==> config.mk <==
export PLATFORM = sky130hd
export DESIGN_NAME = ttc_bank
export DESIGN_NICKNAME = d
export VERILOG_FILES = /design/src/rtl/ttc_pkg.sv /design/src/rtl/ttc_prescaler.sv /design/src/rtl/ttc_counter.sv /design/src/rtl/ttc_channel.sv /design/src/rtl/ttc_bank.sv
export SDC_FILE = /design/constraint.sdc
export NUM_CORES = 1
export LEC_CHECK = 0
export BUFFER_PORTS_ARGS = -buffer_cell sky130_fd_sc_hd__buf_2
export CAP_MARGIN = 25
export CELL_PAD_IN_SITES_DETAIL_PLACEMENT = 0
export CELL_PAD_IN_SITES_GLOBAL_PLACEMENT = 1
export CORE_UTILIZATION = 51
export DETAILED_ROUTE_END_ITERATION = 8
export HOLD_SLACK_MARGIN = 0.03
export PLACE_DENSITY_LB_ADDON = 0.1
export SYNTH_ARGS = -nofsm -noshare
export SYNTH_HDL_FRONTEND = slang
export SYNTH_SLANG_ARGS = --single-unit
==> constraint.sdc <==
create_clock -name clk -period 3.58 [get_ports clk]
set_input_delay 0.358 -clock clk [delete_from_list [all_inputs] [get_ports clk]]
set_output_delay 0.358 -clock clk [all_outputs]
set_load 0.01 [all_outputs]
==> src/rtl/ttc_pkg.sv <==
package ttc_pkg;
    localparam int NUM_MATCH = 3;
    localparam int NUM_REG   = 9;
    localparam int PS_SEL_W  = 4;
    localparam int PS_W      = 2 ** PS_SEL_W;
    localparam int STS_W     = NUM_MATCH + 2;
    localparam int CFG_W     = PS_SEL_W + 1;

    // register order inside one channel (word index = id*channels + channel)
    localparam int RG_DIV   = 0;
    localparam int RG_CTRL  = 1;
    localparam int RG_COUNT = 2;
    localparam int RG_LIMIT = 3;
    localparam int RG_CMP0  = 4;
    localparam int RG_FLAGS = 7;
    localparam int RG_MASK  = 8;

    // control bits
    localparam int CTL_HALT  = 0;
    localparam int CTL_LIMIT = 1;
    localparam int CTL_CMP   = 3;
    localparam int CTL_ZERO  = 4;

    // flag bits
    localparam int FLG_LIMIT = 0;
    localparam int FLG_CMP0  = 1;
    localparam int FLG_WRAP  = NUM_MATCH + 1;

    typedef enum logic {
        ST_HALT = 1'b0,
        ST_RUN  = 1'b1
    } run_st_e;
endpackage

==> src/rtl/ttc_prescaler.sv <==
module ttc_prescaler
    import ttc_pkg::*;
(
    input  logic                clk,
    input  logic                rst_n,
    input  logic                run,
    input  logic                clr,
    input  logic                div_en,
    input  logic [PS_SEL_W-1:0] div_sel,
    output logic                tick
);
    logic [PS_W-1:0] acc;
    logic [PS_W-1:0] lim;

    // terminal value 2^(N+1)-1
    always_comb begin
        lim  = {PS_W{1'b1}} >> (PS_SEL_W'(PS_W - 1) - div_sel);
        tick = run && (!div_en || (acc >= lim));
    end

    always_ff @(posedge clk or negedge rst_n) begin
        if (!rst_n) begin
            acc <= '0;
        end else if (clr) begin
            acc <= '0;
        end else if (run && div_en) begin
            acc <= tick ? '0 : acc + 1'b1;
        end
    end
endmodule

==> src/rtl/ttc_counter.sv <==
module ttc_counter
    import ttc_pkg::*;
#(
    parameter int CNT_W = 16
) (
    input  logic                            clk,
    input  logic                            rst_n,
    input  logic                            ctl_wr,
    input  logic                            ctl_halt,
    input  logic                            ctl_zero,
    input  logic                            tick,
    input  logic                            limit_mode,
    input  logic                            cmp_en,
    input  logic [CNT_W-1:0]                limit,
    input  logic [NUM_MATCH-1:0][CNT_W-1:0] cmp,
    output logic                            running,
    output logic [CNT_W-1:0]                count,
    output logic [STS_W-1:0]                events
);
    localparam logic [CNT_W-1:0] CNT_MAX = {CNT_W{1'b1}};

    run_st_e          st_q, st_d;
    logic [CNT_W-1:0] cnt_d;

    always_comb begin
        st_d = st_q;
        unique case (st_q)
            ST_HALT: if (ctl_wr && !ctl_halt) st_d = ST_RUN;
            ST_RUN:  if (ctl_wr && ctl_halt)  st_d = ST_HALT;
            default: st_d = ST_HALT;
        endcase
    end

    always_ff @(posedge clk or negedge rst_n) begin
        if (!rst_n) st_q <= ST_HALT;
        else        st_q <= st_d;
    end

    always_comb begin
        running = (st_q == ST_RUN);
        cnt_d   = count;
        events  = '0;
        if (ctl_wr && ctl_zero) begin
            cnt_d = '0;
        end else if (tick) begin
            if (limit_mode && (count == limit)) begin
                cnt_d             = '0;
                events[FLG_LIMIT] = 1'b1;
            end else begin
                cnt_d = count + 1'b1;
                if (!limit_mode && (count == CNT_MAX)) events[FLG_WRAP] = 1'b1;
            end
            for (int k = 0; k < NUM_MATCH; k++) begin
                if (cmp_en && (cnt_d == cmp[k])) events[FLG_CMP0 + k] = 1'b1;
            end
        end
    end

    always_ff @(posedge clk or negedge rst_n) begin
        if (!rst_n) count <= '0;
        else        count <= cnt_d;
    end
endmodule

==> src/rtl/ttc_channel.sv <==
module ttc_channel
    import ttc_pkg::*;
#(
    parameter int CNT_W = 16
) (
    input  logic               clk,
    input  logic               rst_n,
    input  logic               wr_en,
    input  logic               rd_en,
    input  logic [NUM_REG-1:0] sel,
    input  logic [CNT_W-1:0]   wdata,
    output logic [CNT_W-1:0]   rd_val,
    output logic               irq,
    output logic [CNT_W-1:0]   count,
    output logic               running,
    output logic               tick,
    output logic               div_en,
    output logic [STS_W-1:0]   flags,
    output logic [STS_W-1:0]   mask
);
    logic [CFG_W-1:0]                div_cfg;
    logic                            limit_mode;
    logic                            cmp_en;
    logic [CNT_W-1:0]                limit;
    logic [NUM_MATCH-1:0][CNT_W-1:0] cmp;
    logic [STS_W-1:0]                events;
    logic                            ctl_wr;

    assign ctl_wr = wr_en && sel[RG_CTRL];
    assign div_en = div_cfg[0];

    always_ff @(posedge clk or negedge rst_n) begin
        if (!rst_n) begin
            div_cfg    <= '0;
            limit_mode <= 1'b0;
            cmp_en     <= 1'b0;
            limit      <= '0;
            mask       <= '0;
        end else if (wr_en) begin
            if (sel[RG_DIV])   div_cfg <= wdata[CFG_W-1:0];
            if (sel[RG_LIMIT]) limit   <= wdata;
            if (sel[RG_MASK])  mask    <= wdata[STS_W-1:0];
            if (sel[RG_CTRL]) begin
                limit_mode <= wdata[CTL_LIMIT];
                cmp_en     <= wdata[CTL_CMP];
            end
        end
    end

    for (genvar k = 0; k < NUM_MATCH; k++) begin : g_cmp
        always_ff @(posedge clk or negedge rst_n) begin
            if (!rst_n)                         cmp[k] <= '0;
            else if (wr_en && sel[RG_CMP0 + k]) cmp[k] <= wdata;
        end
    end

    always_ff @(posedge clk or negedge rst_n) begin
        if (!rst_n)                       flags <= '0;
        else if (rd_en && sel[RG_FLAGS])  flags <= events;
        else                              flags <= flags | events;
    end

    ttc_prescaler u_div (
        .clk     (clk),
        .rst_n   (rst_n),
        .run     (running),
        .clr     (ctl_wr && wdata[CTL_ZERO]),
        .div_en  (div_en),
        .div_sel (div_cfg[CFG_W-1:1]),
        .tick    (tick)
    );

    ttc_counter #(.CNT_W(CNT_W)) u_cnt (
        .clk        (clk),
        .rst_n      (rst_n),
        .ctl_wr     (ctl_wr),
        .ctl_halt   (wdata[CTL_HALT]),
        .ctl_zero   (wdata[CTL_ZERO]),
        .tick       (tick),
        .limit_mode (limit_mode),
        .cmp_en     (cmp_en),
        .limit      (limit),
        .cmp        (cmp),
        .running    (running),
        .count      (count),
        .events     (events)
    );

    always_comb begin
        rd_val = '0;
        if (sel[RG_DIV])   rd_val = CNT_W'(div_cfg);
        if (sel[RG_CTRL]) begin
            rd_val[CTL_HALT]  = !running;
            rd_val[CTL_LIMIT] = limit_mode;
            rd_val[CTL_CMP]   = cmp_en;
        end
        if (sel[RG_COUNT]) rd_val = count;
        if (sel[RG_LIMIT]) rd_val = limit;
        for (int k = 0; k < NUM_MATCH; k++) begin
            if (sel[RG_CMP0 + k]) rd_val = cmp[k];
        end
        if (sel[RG_FLAGS]) rd_val = CNT_W'(flags);
        if (sel[RG_MASK])  rd_val = CNT_W'(mask);
    end

    assign irq = |(flags & mask);
endmodule

==> src/rtl/ttc_bank.sv <==
module ttc_bank
    import ttc_pkg::*;
#(
    parameter  int NUM_TMR = 3,
    parameter  int CNT_W   = 16,
    localparam int AW      = $clog2(NUM_REG * NUM_TMR)
) (
    input  logic               clk,
    input  logic               rst_n,
    input  logic               wr_en,
    input  logic               rd_en,
    input  logic [AW-1:0]      addr,
    input  logic [CNT_W-1:0]   wdata,
    output logic [CNT_W-1:0]   rdata,
    output logic [NUM_TMR-1:0] irq
);
    logic [NUM_TMR-1:0][NUM_REG-1:0] sel_a;
    logic [NUM_TMR-1:0][CNT_W-1:0]   rd_a;
    logic [NUM_TMR-1:0][CNT_W-1:0]   count_a;
    logic [NUM_TMR-1:0]              run_a;
    logic [NUM_TMR-1:0]              tick_a;
    logic [NUM_TMR-1:0]              div_a;
    logic [NUM_TMR-1:0][STS_W-1:0]   flags_a;
    logic [NUM_TMR-1:0][STS_W-1:0]   mask_a;

    for (genvar t = 0; t < NUM_TMR; t++) begin : g_ch
        for (genvar r = 0; r < NUM_REG; r++) begin : g_sel
            assign sel_a[t][r] = (addr == AW'(r * NUM_TMR + t));
        end

        ttc_channel #(.CNT_W(CNT_W)) u_ch (
            .clk     (clk),
            .rst_n   (rst_n),
            .wr_en   (wr_en),
            .rd_en   (rd_en),
            .sel     (sel_a[t]),
            .wdata   (wdata),
            .rd_val  (rd_a[t]),
            .irq     (irq[t]),
            .count   (count_a[t]),
            .running (run_a[t]),
            .tick    (tick_a[t]),
            .div_en  (div_a[t]),
            .flags   (flags_a[t]),
            .mask    (mask_a[t])
        );
    end

    always_comb begin
        rdata = '0;
        for (int t = 0; t < NUM_TMR; t++) rdata = rdata | rd_a[t];
    end
endmodule

# Word level (Yosys, flattened, before mapping)
# Index checks and enable logic that the tools add are counted.
[op_classes]
n_addsub = 9
order_cmp = 3
reduce_logical = 80
eq_ne = 41
n_bitwise = 11
n_shift = 3
mux = 90
[ops]
columns = ["operator", "count"]
rows = [
  ["16-bit 2-to-1 mux", 45],
  ["16-bit equality test", 12],
  ["16-bit by 1-bit adder with 16-bit output (second input constant)", 6],
  ["5-bit 2-to-1 mux", 12],
  ["5-bit equality test (second input constant)", 11],
  ["16-bit equality test (second input constant)", 3],
  ["16-bit >= comparator", 3],
  ["16-bit by 4-bit right shift with 16-bit output (first input constant)", 3],
  ["1-bit logical AND", 45],
  ["5-bit by 4-bit equality test with 1-bit output (second input constant)", 8],
  ["16-bit OR", 2],
  ["1-bit 2-to-1 mux", 27],
  ["2-bit AND reduction", 12],
  ["5-bit by 3-bit equality test with 1-bit output (second input constant)", 4],
  ["5-bit AND", 3],
  ["5-bit OR", 3],
  ["5-bit OR reduction", 3],
  ["2-bit nonzero test", 6],
  ["4-bit subtractor (first input constant)", 3],
  ["5-bit by 2-bit equality test with 1-bit output (second input constant)", 2],
  ["1-bit logical NOT", 10],
  ["2-bit 2-to-1 mux", 3],
  ["1-bit case mux with 2 select lines", 3],
  ["5-bit by 1-bit equality test with 1-bit output (second input constant)", 1],
  ["3 further kinds", 7],
]
[word_totals]
input_bits = 25
wordCells = 273
output_inout_bits = 19
regBits = 342

# Depth between registers and ports, before layout
[logic_depth]
ltp_word = 14
depth_mapped = 14
depth_no_buf = 11

# Cells and area by module
# A second synthesis with hierarchy kept.
[unflattened]
cells_unflattened = 2641
hier_area_um2 = 25007.7
[modules_own_cells]
columns = ["mod", "cells_each", "instances", "seq_area_each_um2", "area_each_um2"]
rows = [
  ["ttc_channel", 367, 3, 2026.9, 4291.6],
  ["ttc_counter", 335, 3, 425.4, 2544.9],
  ["ttc_prescaler", 159, 3, 400.4, 1396.3],
  ["ttc_bank", 58, 1, 0.0, 309.0],
]

# Worst setup path after synthesis
# No wires, ideal clock.
[synth_timing]
path_type = "reg-to-reg"
from = "reg g_ch[1].u_ch.div_cfg[4]"
to = "reg g_ch[1].u_ch.flags[1]"
required_time_ns = 3.488
n_path_buf = 3
stages_incl_launch_ff = 14
slack_ns = 0.458
setup_time_ns = 0.092
arrival_ns = 3.030
period_less_slack_ns = 3.122
path_cell_list = "dfrtp_1 clkbuf_1 clkbuf_1 o21ai_0 ha_1 nand4_1 a211oi_1 a2111oi_0 o31a_1 clkbuf_1 nor2_1 nand2_1 or4_1 o31ai_2"
[synth_via]
elab_chain_len = 9
[synth_rtl]
columns = ["item", "line_no", "rtl"]
rows = [
  ["start: declaration", "ttc_channel.sv:21", "logic [CFG_W-1:0] div_cfg;"],
  ["start signal: assignment", "ttc_channel.sv:40", "if (sel[RG_DIV]) div_cfg <= wdata[CFG_W-1:0];"],
  ["4-bit subtractor (*)", "ttc_prescaler.sv:17", "lim = {PS_W{1'b1}} >> (PS_SEL_W'(PS_W - 1) - div_sel);"],
  ["16-bit by 4-bit right shift with 16-bit output (*)", "ttc_prescaler.sv:17", ""],
  ["16-bit >= comparator (*)", "ttc_prescaler.sv:18", "tick = run && (!div_en || (acc >= lim));"],
  ["1-bit logical OR (*)", "ttc_prescaler.sv:18", ""],
  ["1-bit logical AND (*)", "ttc_prescaler.sv:18", ""],
  ["5-bit 2-to-1 mux (*)", "ttc_counter.sv:45", "end else if (tick) begin"],
  ["5-bit 2-to-1 mux (*)", "ttc_counter.sv:43", "if (ctl_wr && ctl_zero) begin"],
  ["5-bit OR", "ttc_channel.sv:60", "else flags <= flags | events;"],
  ["5-bit 2-to-1 mux (*)", "ttc_channel.sv:59", "else if (rd_en && sel[RG_FLAGS]) flags <= events;"],
  ["end signal: assignment", "ttc_channel.sv:59", ""],
  ["end signal: assignment", "ttc_channel.sv:60", ""],
  ["end: declaration", "ttc_channel.sv:18", "output logic [STS_W-1:0] flags,"],
]
# Every way passes the cells marked *; elsewhere a longest branch is shown, timed or not.
# A chain may end at the register's enable or synchronous reset.

# Worst setup path in the final report
[layout_timing]
from = "reg g_ch[1].u_ch.u_cnt.count[1]"
to = "reg g_ch[1].u_ch.flags[1]"
[layout_via]
elab_chain_len = 12
elab_cells_between_ends = 13
cone_classes = "add/sub (1); eq/ne (2); mux (7); bitwise (1); reduce/logical (2)"
[layout_rtl]
columns = ["item", "line_no", "rtl"]
rows = [
  ["start: declaration", "ttc_counter.sv:17", "output logic [CNT_W-1:0] count,"],
  ["start signal: assignment", "ttc_counter.sv:61", "else count <= cnt_d;"],
  ["branches (longest 2 deep; another with 16-bit by 1-bit adder with 16-bit output)", "-", ""],
  ["16-bit 2-to-1 mux (*)", "ttc_counter.sv:46", "if (limit_mode && (count == limit)) begin"],
  ["16-bit 2-to-1 mux (*)", "ttc_counter.sv:45", ""],
  ["16-bit 2-to-1 mux (*)", "ttc_counter.sv:43", ""],
  ["16-bit equality test (*)", "ttc_counter.sv:54", "if (cmp_en && (cnt_d == cmp[k])) events[FLG_CMP0 + k] = 1'b1;"],
  ["1-bit logical AND (*)", "ttc_counter.sv:54", ""],
  ["1-bit 2-to-1 mux (*)", "ttc_counter.sv:54", ""],
  ["5-bit 2-to-1 mux (*)", "ttc_counter.sv:45", ""],
  ["5-bit 2-to-1 mux (*)", "ttc_counter.sv:43", ""],
  ["5-bit OR", "ttc_channel.sv:60", ""],
  ["5-bit 2-to-1 mux (*)", "ttc_channel.sv:59", ""],
]
# Mark *: on every way between the ends. The select of a mux whose other input is x is not followed.

==> results.py <==
metrics = {
    "power": {
        "power_frac_clock": 0.278,
        "ir_worst_vdd_mv": 0.405,
        "swShare": 0.396,
        "powerDensity_nw_per_um2": 671,
        "leakage_uw": 0.0101,
        "pwr-share-comb": 0.333,
        "internal_power_uw": 9620,
        "power_frac_seq": 0.388,
        "switchingPower_uw": 6300,
    },
    "synthesis": {
        "synthMuxAreaShare": 0.118,
        "ys_ff_latch": 342,
        "synth-compound-area-share": 0.167,
        "synth_nets": 2255,
        "synth_top_family_by_area": "simple AND/OR/NAND/NOR gates",
        "ys_seq_area_frac": 0.405,
        "synth_area_um2": 21100,
        "synth_area_leaders": "dfrtp_1, mux2_2, xnor2_1",
        "synthSimpleGateAreaFrac": 0.179,
        "synthDominantCellAreaShare": 0.405,
        "synth_top_area_cell": "dfrtp_1",
        "synth_edf_count": 0,
        "ys_types": 91,
        "synthArstFlopShare": 1.00,
        "ys.flop_type": "dfrtp_1",
        "postSynthCellCount": 2179,
        "avgSynthCellArea_um2": 9.70,
        "ys_warn_count": 0,
        "synth_xor_area_frac": 0.0625,
        "synthAdderAreaFrac": 0.0302,
    },
    "hold_path": {
        "min_path_cells": 3,
        "hold_class": "in2reg",
        "holdPathEnd": "g_ch[2].u_ch.div_cfg[4]",
        "hold_start": "wdata[4]",
    },
    "finish": {
        "area_growth_pct": 12.3,
        "layout_common_cells": "dfrtp_1, mux2_2, nor2_1",
        "nets": 2311,
        "layout.cells.most_common": "dfrtp_1",
        "drive_above_1_share": 0.219,
    },
    "drt": {
        "vias_per_cell": 6.78,
        "vias": 19000,
        "wl_um": 81900,
        "drc": 0,
        "drt-pass1-iter-count": 7,
        "postRouteAntennaNets": 0,
        "drt_iter0_drc": 1996,
        "wl_per_cell_um": 29.2,
    },
    "timing": {
        "fmax_mhz": 302,
        "final_hold_viol_count": 0,
        "finalCriticalPeriod_ns": 3.31,
        "min_period_over_period": 0.924,
        "holdWs_ns": 0.117,
        "relSlewSlack": 0.327,
        "rsz0062_at_grt": "no",
        "finClkSkew_ns": 0.0167,
        "tightest_slew_ns": 1.00,
        "slew_viol_final": 0,
        "setup_violations": 0,
        "setup_tns_ns": 0,
    },
    "setup_path": {
        "crit_path_end_kind": "flip-flop",
        "cp_slowest_cell": "dfrtp_1",
        "cpLargestDelayFamily": "simple AND/OR/NAND/NOR gates",
        "cpPeakStageDelay_ns": 0.51,
        "startpoint_type": "flip-flop",
        "crit_arrival_ns": 3.78,
        "cp_max_fo": 12,
        "crit_chain": "xnor2_1 -> nor4b_1 -> and4bb_2 -> and2_1 -> nor3_1 -> a221o_1 -> or4_1 -> o31ai_2",
        "r2r-end": "g_ch[1].u_ch.flags[1]",
        "worstPathBufferInverterCount": 0,
        "r2r_slack_ns": 0.27,
        "required_ns": 4.05,
        "crit_type": "reg2reg",
        "r2r_start": "g_ch[1].u_ch.u_cnt.count[1]",
        "worst-r2r-cell-count": 8,
    },
    "clock_tree": {
        "cts.clk_slew.worst_paths_ns": 0.06,
        "cts_made_buffers": 42,
        "cts_tree": "done",
        "htree_levels": 2,
        "clockBufferDepth": 3,
        "clock_latency_ns": 0.58,
        "cts-root-buf": "clkbuf_16",
        "clock-sinks": 342,
        "cts_resized": 0,
    },
    "grt": {
        "grt_max_degree": 102,
        "overflow": 0,
        "first_global_vias": 18200,
        "antenna_found_initial": 4,
        "grt_usage": 0.393,
        "grt_pass1_wl_um": 121000,
    },
    "floorplanning": {
        "die_x_um": 206,
        "die_h_um": 206,
        "ios": 44,
        "dieArea_um2": 42300,
        "start_util": 0.518,
        "rows": 74,
        "core_um2": 40800,
    },
    "placement": {
        "place_congestion": 1.03,
        "hpwl_um": 61200,
        "port-buffer-count": 43,
    },
    "run_status": {
        "status": "complete, no violations",
    },
    "run": {
        "max_cap_violations": 0,
    },
}
-- synthesized netlist by cell type, types with 26 or more instances --
cell type  count
dfrtp_1      342
mux2_2       212
nor2_1       180
nand2_1      170
a21oi_1      110
clkbuf_1      97
o21ai_0       85
a22oi_1       83
xnor2_1       78
nand3_1       73
nor3_1        70
xor2_1        59
ha_1          51
nand4_1       41
nor4_1        38
inv_1         37
a22o_1        30
a221oi_1      29
and3_1        27
a222oi_1      26
-- sequential cells by signal, summed over array words and instances, names as in the netlist, named ones only --
name / cells
g_ch.u_ch.div_cfg: 15
g_ch.u_ch.u_cnt.count: 48
g_ch.u_ch.cmp_en: 3
g_ch.u_ch.flags: 15
g_ch.u_ch.cmp: 144
g_ch.u_ch.limit_mode: 3
g_ch.u_ch.u_div.acc: 48
g_ch.u_ch.limit: 48
g_ch.u_ch.mask: 15
-- stage by stage --
stage	utilization	setup WS (ns)	power [uW]	cells	cell area, um2
floorplan	-	0.458	9230	2179	21100
global placement	0.545	0.415	11300	2721	22300
detailed placement	0.545	0.279	11300	2721	22300
CTS	0.581	0.292	15800	2799	23700
global route	0.581	0.0603	16600	2800	23700
finish	0.581	0.270	15900	2801	23700
-- worst reg2reg max path, delay by kind of cell (launching register included) --
kind / cells / cell delay [ns]
compound gates: 2 / 0.51
flops: 1 / 0.51
simple gates: 5 / 1.78
xor+xnor: 1 / 0.43
-- area by class of cell --
type / count / area [um2]
multi-input combinational: 1653 / 11800
inverter: 39 / 146
antenna: 1 / 2.50
clock buffer: 59 / 1240
timing repair buffer: 157 / 1120
clock inverter: 18 / 205
tap: 532 / 666
sequential: 342 / 8560
fill: 3622 / 17100
-- power groups by stage --
stage / clock network (uW) / registers, uW / logic, uW
2_1_floorplan: 0 / 5350 / 3880
3_3_place_gp: 0 / 6140 / 5120
3_5_place_dp: 0 / 6170 / 5170
4_1_cts: 4470 / 6110 / 5210
5_1_grt: 4620 / 6250 / 5760
6_report: 4430 / 6180 / 5300
-- worst max-delay path by stage --
| stage | end | from | slack (ns) | cells past startpoint |
|---|---|---|---|---|
| after floorplan | g_ch[1].u_ch.flags[1] | g_ch[1].u_ch.div_cfg[4] | 0.46 | 13 |
| after global placement | g_ch[1].u_ch.u_div.acc[11] | g_ch[1].u_ch.div_cfg[4] | 0.41 | 9 |
| after detailed placement | g_ch[0].u_ch.u_div.acc[15] | g_ch[0].u_ch.div_cfg[2] | 0.28 | 10 |
| after CTS | g_ch[0].u_ch.u_div.acc[7] | g_ch[0].u_ch.div_cfg[2] | 0.29 | 10 |
| after global routing | g_ch[1].u_ch.flags[1] | g_ch[1].u_ch.div_cfg[4] | 0.06 | 10 |
| final | g_ch[1].u_ch.flags[1] | g_ch[1].u_ch.u_cnt.count[1] | 0.27 | 8 |
-- what timing repair did --
action                    CTS  global route
hold buffers                1             0
hold endpoints to repair   93             0
setup buffers               0             0
-- kinds of logic (layout without fill, tap and decap cells) --
group / Yosys count / count (layout)
other cells: 0 / 1
simple gates: 733 / 733
fa+ha+maj: 51 / 51
xor+xnor: 142 / 142
flops: 342 / 342
mux: 222 / 222
compound gates: 505 / 505
buf+inv: 184 / 273
-- routing by layer --
layer,wire length [um],track usage,vias up
met4,3920,0.184,6
met2,36800,0.607,1046
li1,-,-,8257
met1,33300,0.524,9438
met5,141,0,-
met3,7700,0.0844,232
No activity file was read; power rests on OpenSTA's default activity.
